**src/rtl/phdly_pkg.sv**
```systemverilog
package phdly_pkg;
  // Width of each delay code read from the control word.
  localparam int CODE_W       = 2;
  // Bit position of output 0's field and spacing to the next output's field.
  localparam int FIELD_BASE   = 8;
  localparam int FIELD_STRIDE = 12;
  // Longest delay that a code can select, in parent-clock periods.
  localparam int MAX_DLY      = (1 << CODE_W) - 1;
endpackage

```
**src/rtl/phdly_tap_line.sv**
```systemverilog
// Shared history of the module clock. taps[j] holds the value sampled j
// parent edges before the current one; taps[0] is the live input.
module phdly_tap_line #(
  parameter int DEPTH = 3
) (
  input  logic             clk_i,
  input  logic             rst_i,
  input  logic             mck_i,
  output logic [DEPTH:0]   taps_o
);
  logic [DEPTH-1:0] hist_q;

  assign taps_o = {hist_q, mck_i};

  always_ff @(posedge clk_i) begin
    if (rst_i) begin
      hist_q <= '0;
    end else begin
      hist_q <= taps_o[DEPTH-1:0];
    end
  end
endmodule

```
**src/rtl/phdly_code_hold.sv**
```systemverilog
// Holds the code an output currently applies; reloads only on request.
module phdly_code_hold #(
  parameter int CODE_W = 2
) (
  input  logic              clk_i,
  input  logic              rst_i,
  input  logic              load_i,
  input  logic [CODE_W-1:0] code_i,
  output logic [CODE_W-1:0] code_o
);
  always_ff @(posedge clk_i) begin
    if (rst_i) begin
      code_o <= '0;
    end else if (load_i) begin
      code_o <= code_i;
    end
  end
endmodule

```
**src/rtl/phdly_out_sel.sv**
```systemverilog
// Picks one tap (or the inverted live sample for code 0) and registers it.
module phdly_out_sel #(
  parameter int CODE_W = 2,
  localparam int NTAP  = 1 << CODE_W
) (
  input  logic              clk_i,
  input  logic              rst_i,
  input  logic [CODE_W-1:0] code_i,
  input  logic [NTAP-1:0]   taps_i,
  output logic              phase_o
);
  logic nxt;

  always_comb begin
    if (code_i == '0) begin
      nxt = ~taps_i[0];
    end else begin
      nxt = taps_i[code_i];
    end
  end

  always_ff @(posedge clk_i) begin
    if (rst_i) begin
      phase_o <= 1'b0;
    end else begin
      phase_o <= nxt;
    end
  end
endmodule

```
**src/rtl/phdly_gen.sv**
```systemverilog
module phdly_gen #(
  parameter int NUM_OUT      = 2,
  parameter int REG_W        = 32,
  parameter int CODE_W       = phdly_pkg::CODE_W,
  parameter int FIELD_BASE   = phdly_pkg::FIELD_BASE,
  parameter int FIELD_STRIDE = phdly_pkg::FIELD_STRIDE
) (
  input  logic               clk_i,
  input  logic               rst_i,
  input  logic               mod_clk_i,
  input  logic [REG_W-1:0]   ctrl_i,
  output logic [NUM_OUT-1:0] phase_o
);
  localparam int DEPTH = (1 << CODE_W) - 1;

  logic [DEPTH:0]                   taps;
  logic                             mck_rise;
  logic [NUM_OUT-1:0][CODE_W-1:0]   act_code;
  logic                             ctrl_unused;

  // Fields take only the low CODE_W bits of their region; the rest is ignored.
  assign ctrl_unused = ^ctrl_i;

  phdly_tap_line #(.DEPTH(DEPTH)) u_taps (
    .clk_i  (clk_i),
    .rst_i  (rst_i),
    .mck_i  (mod_clk_i),
    .taps_o (taps)
  );

  // Rising edge of the module clock as seen in the parent domain.
  assign mck_rise = taps[0] & ~taps[1];

  for (genvar ch = 0; ch < NUM_OUT; ch++) begin : g_ch
    localparam int LSB = FIELD_BASE + FIELD_STRIDE * ch;
    logic [CODE_W-1:0] code_q;

    phdly_code_hold #(.CODE_W(CODE_W)) u_hold (
      .clk_i  (clk_i),
      .rst_i  (rst_i),
      .load_i (mck_rise),
      .code_i (ctrl_i[LSB +: CODE_W]),
      .code_o (code_q)
    );

    assign act_code[ch] = code_q;

    phdly_out_sel #(.CODE_W(CODE_W)) u_sel (
      .clk_i   (clk_i),
      .rst_i   (rst_i),
      .code_i  (code_q),
      .taps_i  (taps),
      .phase_o (phase_o[ch])
    );
  end
endmodule

```
**config.mk**
```make
export PLATFORM = sky130hd
export DESIGN_NAME = phdly_gen
export DESIGN_NICKNAME = d
export VERILOG_FILES = /design/src/rtl/phdly_pkg.sv /design/src/rtl/phdly_tap_line.sv /design/src/rtl/phdly_code_hold.sv /design/src/rtl/phdly_out_sel.sv /design/src/rtl/phdly_gen.sv
export SDC_FILE = /design/constraint.sdc
export NUM_CORES = 1
export LEC_CHECK = 0
export BUFFER_PORTS_ARGS = -buffer_cell sky130_fd_sc_hd__buf_2
export CORE_AREA = 5 5 42 44
export DETAILED_ROUTE_END_ITERATION = 10
export DIE_AREA = 0 0 47 49
export GPL_ROUTABILITY_DRIVEN = 0
export GPL_TIMING_DRIVEN = 0
export PLACE_DENSITY = 0.66
export SETUP_SLACK_MARGIN = 0.2
export SLEW_MARGIN = 10
export SYNTH_ARGS = -nofsm -noshare
export SYNTH_HDL_FRONTEND = slang
export SYNTH_HIERARCHICAL = 1
export SYNTH_SLANG_ARGS = --single-unit
```
**constraint.sdc**
```tcl
create_clock -name clk_i -period 1.05 [get_ports clk_i]
set_input_delay 0.21 -clock clk_i [delete_from_list [all_inputs] [get_ports clk_i]]
set_output_delay 0.21 -clock clk_i [all_outputs]
set_load 0.005 [all_outputs]
```
### After elaboration in Yosys (flattened, before gate mapping)

Cells that the tools add are included.

* bits in registers: 9
* latch bits: 0
* memory bits (writable): 0
* memory bits (read-only): 0
* input port bits: 35
* output and inout port bits: 2
* word-level logic and storage cells: 18
* memories kept: 0

* add/subtract/negate cells: 0
* $mul: 0
* divide/modulo/power cells: 0
* order comparisons: 2
* eq/ne operators: 0
* shift operators: 0
* mux-type cells: 6
* bitwise operators: 3
* reduce and logical (&&, ||, !) cells: 2

Operator list (number)
* 2-bit by 3-bit < comparator with 1-bit output (second input constant): 2
* 1-bit binary-select mux with 2-bit select: 2
* 2-bit zero test: 2
* 1-bit 2-to-1 mux: 4
* 1-bit inverter: 2
* 1-bit bitwise AND: 1

### Logic depth before layout (Yosys ltp)

* depth in word-level cells: 3
* mapped depth: 4
* mapped depth without buffers: 3

### Modules after synthesis

Netlist, hierarchy kept.

By module, submodules not included
* phdly_code_hold: times used 2, cells an instance 6, area an instance 67.6 µm², seq. area each 40.0 µm²
* phdly_out_sel: times used 2, cells an instance 5, area an instance 48.8 µm², seq. area each 20.0 µm²
* phdly_tap_line: times used 1, cells an instance 7, area an instance 86.3 µm², seq. area each 60.1 µm²
* phdly_gen: times used 1, cells an instance 1, area an instance 13.8 µm², seq. area each 0.0 µm²

### Least setup slack after synthesis

No wires, ideal clock.

* path type: register -> register
* start point: reg u_taps.hist_q[0]
* end point: reg g_ch[0].u_hold.code_o[0]
* setup time: 0.114 ns
* arrival time: 0.723 ns
* data required time: 0.936 ns
* path slack: 0.212 ns
* stages on the path, launching flop included: 4
* buffers on the path: 0
* period minus slack after synthesis: 0.838 ns
* cell sequence: dfxtp_1 nor2b_4 mux2i_1 nor2_1

* word-level cells in the longest chain between the ends: 2

Ends and longest elaborated chain
* start: declaration: line phdly_tap_line.sv:11 `logic [DEPTH-1:0] hist_q;`
* start signal: assignment: line phdly_tap_line.sv:19 `hist_q <= taps_o[DEPTH-1:0];`
* 1-bit inverter: line phdly_gen.sv:32 `assign mck_rise = taps[0] & ~taps[1];`
* 1-bit bitwise AND: line phdly_gen.sv:32
* named net mck_rise: line phdly_gen.sv:17 `logic mck_rise;`
* end signal: assignment: line phdly_code_hold.sv:15 `code_o <= code_i;`
* end: declaration: line phdly_code_hold.sv:9 `output logic [CODE_W-1:0] code_o`

The timed path passes the listed nets, and every way through them passes these cells.
A chain may end at the register's enable or synchronous reset.

### Worst setup path after layout

* start point: reg u_taps.hist_q[0]
* end point: reg g_ch[1].u_hold.code_o[0]

* word-level cells in the longest chain between the ends: 2

Ends and longest elaborated chain (line)
* 1-bit inverter: phdly_gen.sv:32
* 1-bit bitwise AND: phdly_gen.sv:32
* named net mck_rise: phdly_gen.sv:17
* end signal: assignment: phdly_code_hold.sv:15
* end: declaration: phdly_code_hold.sv:9

The timed path passes the listed nets, and every way through them passes these cells.

==> impl_metrics.json <==
{
  "setup-tns-final_ns": 0,
  "post_synth_instance_area_um2": 332.8,
  "cts.sinks": 9,
  "vdd_drop_max_uv": 942.6,
  "cts.reportedPaths.clkPinSlew_ns": 0.06,
  "number_of_antenna_violations_at_the_first_check_in_global_routing": 0,
  "area.growth.synth_to_final_pct": 30.08,
  "placed_cells_incl_taps": 54,
  "drt_initial_violations": 4,
  "post_drt_wl_per_cell_um": 10.64,
  "avgViaCountPerCell": 4.241,
  "cp.arrival_ns": 1.04,
  "h-tree-depth": 1,
  "die-area_um2": 2303,
  "final_min_period_over_clock_period": 0.8483,
  "dpl.hpwl_um": 419.1,
  "synth.distinct_cells": 7,
  "slew_headroom": 0.8841,
  "worstPathMaxFanout": 4,
  "cellLeakagePower_nw": 0.1832,
  "floorplan.core_area_um2": 1401,
  "routed_wirelength_um": 617,
  "power_density_nw_per_um2": 1658,
  "global_route_wire_length_before_repair_um": 1007,
  "gate_count_of_the_mapped_netlist": 30,
  "port-buffer-count": 8,
  "timing.final.max_slew_violations": 0,
  "cts_tree": "done",
  "pin_count_of_the_biggest_net_entering_global_routing": 10,
  "max_cap_violations": 0,
  "fp.dieW_um": 47,
  "yosysWarnings": 6,
  "final_ant_viol_nets": 0,
  "num_vias": 246,
  "insertedDiodeCount": 0,
  "io_pins": 37,
  "finalNetCount": 78,
  "core.rowCount": 14,
  "crit_path_category": "reg -> reg",
  "worst_hold_path_class": "in -> reg",
  "status": "completed",
  "ctsLongestPathBuffers": 2,
  "worst_pin_slew_ns": 0.1728,
  "globalRouteTotalUtil": 0.06294,
  "achievable-frequency_mhz": 1123,
  "grt_overflow_total": 0,
  "ctsRootBufferMaster": "sky130_fd_sc_hd__clkbuf_4",
  "unrepaired_setup_endpoints_after_global_routing": "yes",
  "tritoncts.num_buffers": 3,
  "number_of_synthesized_register_bits": 9,
  "timing.critical_path.from_type": "flip-flop",
  "timing.critical_path.to_type": "flip-flop",
  "finalHoldViolations": 0,
  "finish.cell_count_without_fillers": 58,
  "worst_path_required_time_ns": 1.20,
  "via_count_of_the_first_global_routing_pass": 242,
  "final_layout_size_suffix_gt1_frac": 0.4286,
  "fin_worst_skew_ns": 0.004340,
  "chipHeight_um": 49,
  "worst_hold_slack_ns": 0.1811,
  "finalWorstPathRequiredPeriod_ns": 0.8907,
  "clock_insertion_delay_worst_skew_ns": 0.26,
  "synth.avg_cell_area_um2": 11.09,
  "first_pass_iteration_count_of_the_detailed_router": 2,
  "cts_setup_buffers": 0,
  "seq_area_frac_synth": 0.5414,
  "setup_violations": 0,
  "effective_utilization_at_floorplan": 0.2375,
  "drcViolationCount": 0,
  "synth_fp_nets": 65
}
-- timing repair --
action,4_1_cts,5_1_grt
endpoints found under the setup margin,7,8
hold buffers,0,0
gates resized for setup,2,3
-- final timing paths --
check	startpoint	end	slack [ns]	depth (start not counted)
worst max-delay path	u_taps/hist_q[0]$_SDFF_PP0_	g_ch[1].u_hold/code_o[0]$_SDFFE_PP0P_	0.16	3
worst min register to register	g_ch[1].u_hold/code_o[0]$_SDFFE_PP0P_	g_ch[1].u_sel/phase_o$_SDFF_PP0_	0.50	1
worst max register to register	u_taps/hist_q[0]$_SDFF_PP0_	g_ch[1].u_hold/code_o[0]$_SDFFE_PP0P_	0.16	3
worst min-delay path	ctrl_i[9]	g_ch[0].u_hold/code_o[1]$_SDFFE_PP0P_	0.18	3
-- area by class of cell --
class	count	area, um^2
Fill cell	155	968.4
Clock buffer	4	26.28
Buffer	1	7.507
Tap cell	16	20.02
Multi-Input combinational cell	20	155.1
Sequential cell	9	183.9
Timing Repair Buffer	8	40.04
-- where the power goes --
group / leakage, nW / total [W] / internal, W / switching [W]
Combinational: 0.0930 / 0.0000720 / 0.0000422 / 0.0000299
Clock: 0.0150 / 0.000266 / 0.000146 / 0.000119
Sequential: 0.0753 / 0.000380 / 0.000363 / 0.0000169
Total: 0.183 / 0.000718 / 0.000552 / 0.000166
-- routing by layer --
metal | wire [um] | share of wire | global-route usage | vias up
met3 | 56 | 0.091 | 0.06642 | 0
li1 | - | - | - | 127
met1 | 283 | 0.46 | 0.07572 | 111
met2 | 277 | 0.45 | 0.07692 | 8
met4 | 0 | 0 | 0.01382 | 0
met5 | 0 | 0 | 0 | -
-- sequential cells by signal, summed over array words and instances (netlist names) --
name and cells:
g_ch.u_sel/phase_o 2, u_taps/hist_q 3, g_ch.u_hold/code_o 4
-- through the flow --
step | setup WS, ns | util | total power, W | cell area [um^2]
4_1_cts | 0.1527 | 0.3009 | 0.0007227 | 421.7
3_5_place_dp | 0.06590 | 0.2804 | 0.0004527 | 392.9
6_report | 0.1593 | 0.3089 | 0.0007179 | 432.9
2_1_floorplan | 0.2121 | - | 0.0004240 | 332.8
3_3_place_gp | 0.06568 | 0.2804 | 0.0004517 | 392.9
5_1_grt | 0.08986 | 0.3089 | 0.0007636 | 432.9
-- layout by cell type, fill, tap and decap left out --
| cell | n |
|---|---|
| sky130_fd_sc_hd__dfxtp_2 | 3 |
| sky130_fd_sc_hd__a211oi_2 | 2 |
| sky130_fd_sc_hd__clkbuf_1 | 1 |
| sky130_fd_sc_hd__clkbuf_4 | 3 |
| sky130_fd_sc_hd__a211oi_1 | 2 |
| sky130_fd_sc_hd__mux2i_1 | 6 |
| sky130_fd_sc_hd__nor2_1 | 6 |
| sky130_fd_sc_hd__dfxtp_1 | 6 |
| sky130_fd_sc_hd__buf_2 | 8 |
| sky130_fd_sc_hd__nor2b_1 | 3 |
| sky130_fd_sc_hd__nor2b_4 | 1 |
| sky130_fd_sc_hd__buf_4 | 1 |
-- cells by family (layout without fill, tap and decap cells) --
kind of cell | after synthesis | after routing | share of synthesized area
simple gates | 10 | 10 | 0.1654
flops | 9 | 9 | 0.5413
mux | 6 | 6 | 0.1805
compound gates | 4 | 4 | 0.09023
buf+inv | 1 | 13 | 0.02256
-- synth_stat cells (all sizes together) --
master / count / area (um^2)
a211oi: 4 / 30.03
buf: 1 / 7.510
dfxtp: 9 / 180.2
mux2i: 6 / 60.06
nor2: 6 / 22.52
nor2b: 4 / 32.53
-- critical path, cell delays in order (launching register included) --
cell and delay, ns:
sky130_fd_sc_hd__dfxtp_2 0.34, sky130_fd_sc_hd__nor2b_4 0.18, sky130_fd_sc_hd__mux2i_1 0.21, sky130_fd_sc_hd__nor2_1 0.05
No activity file was read; power rests on OpenSTA's default activity.
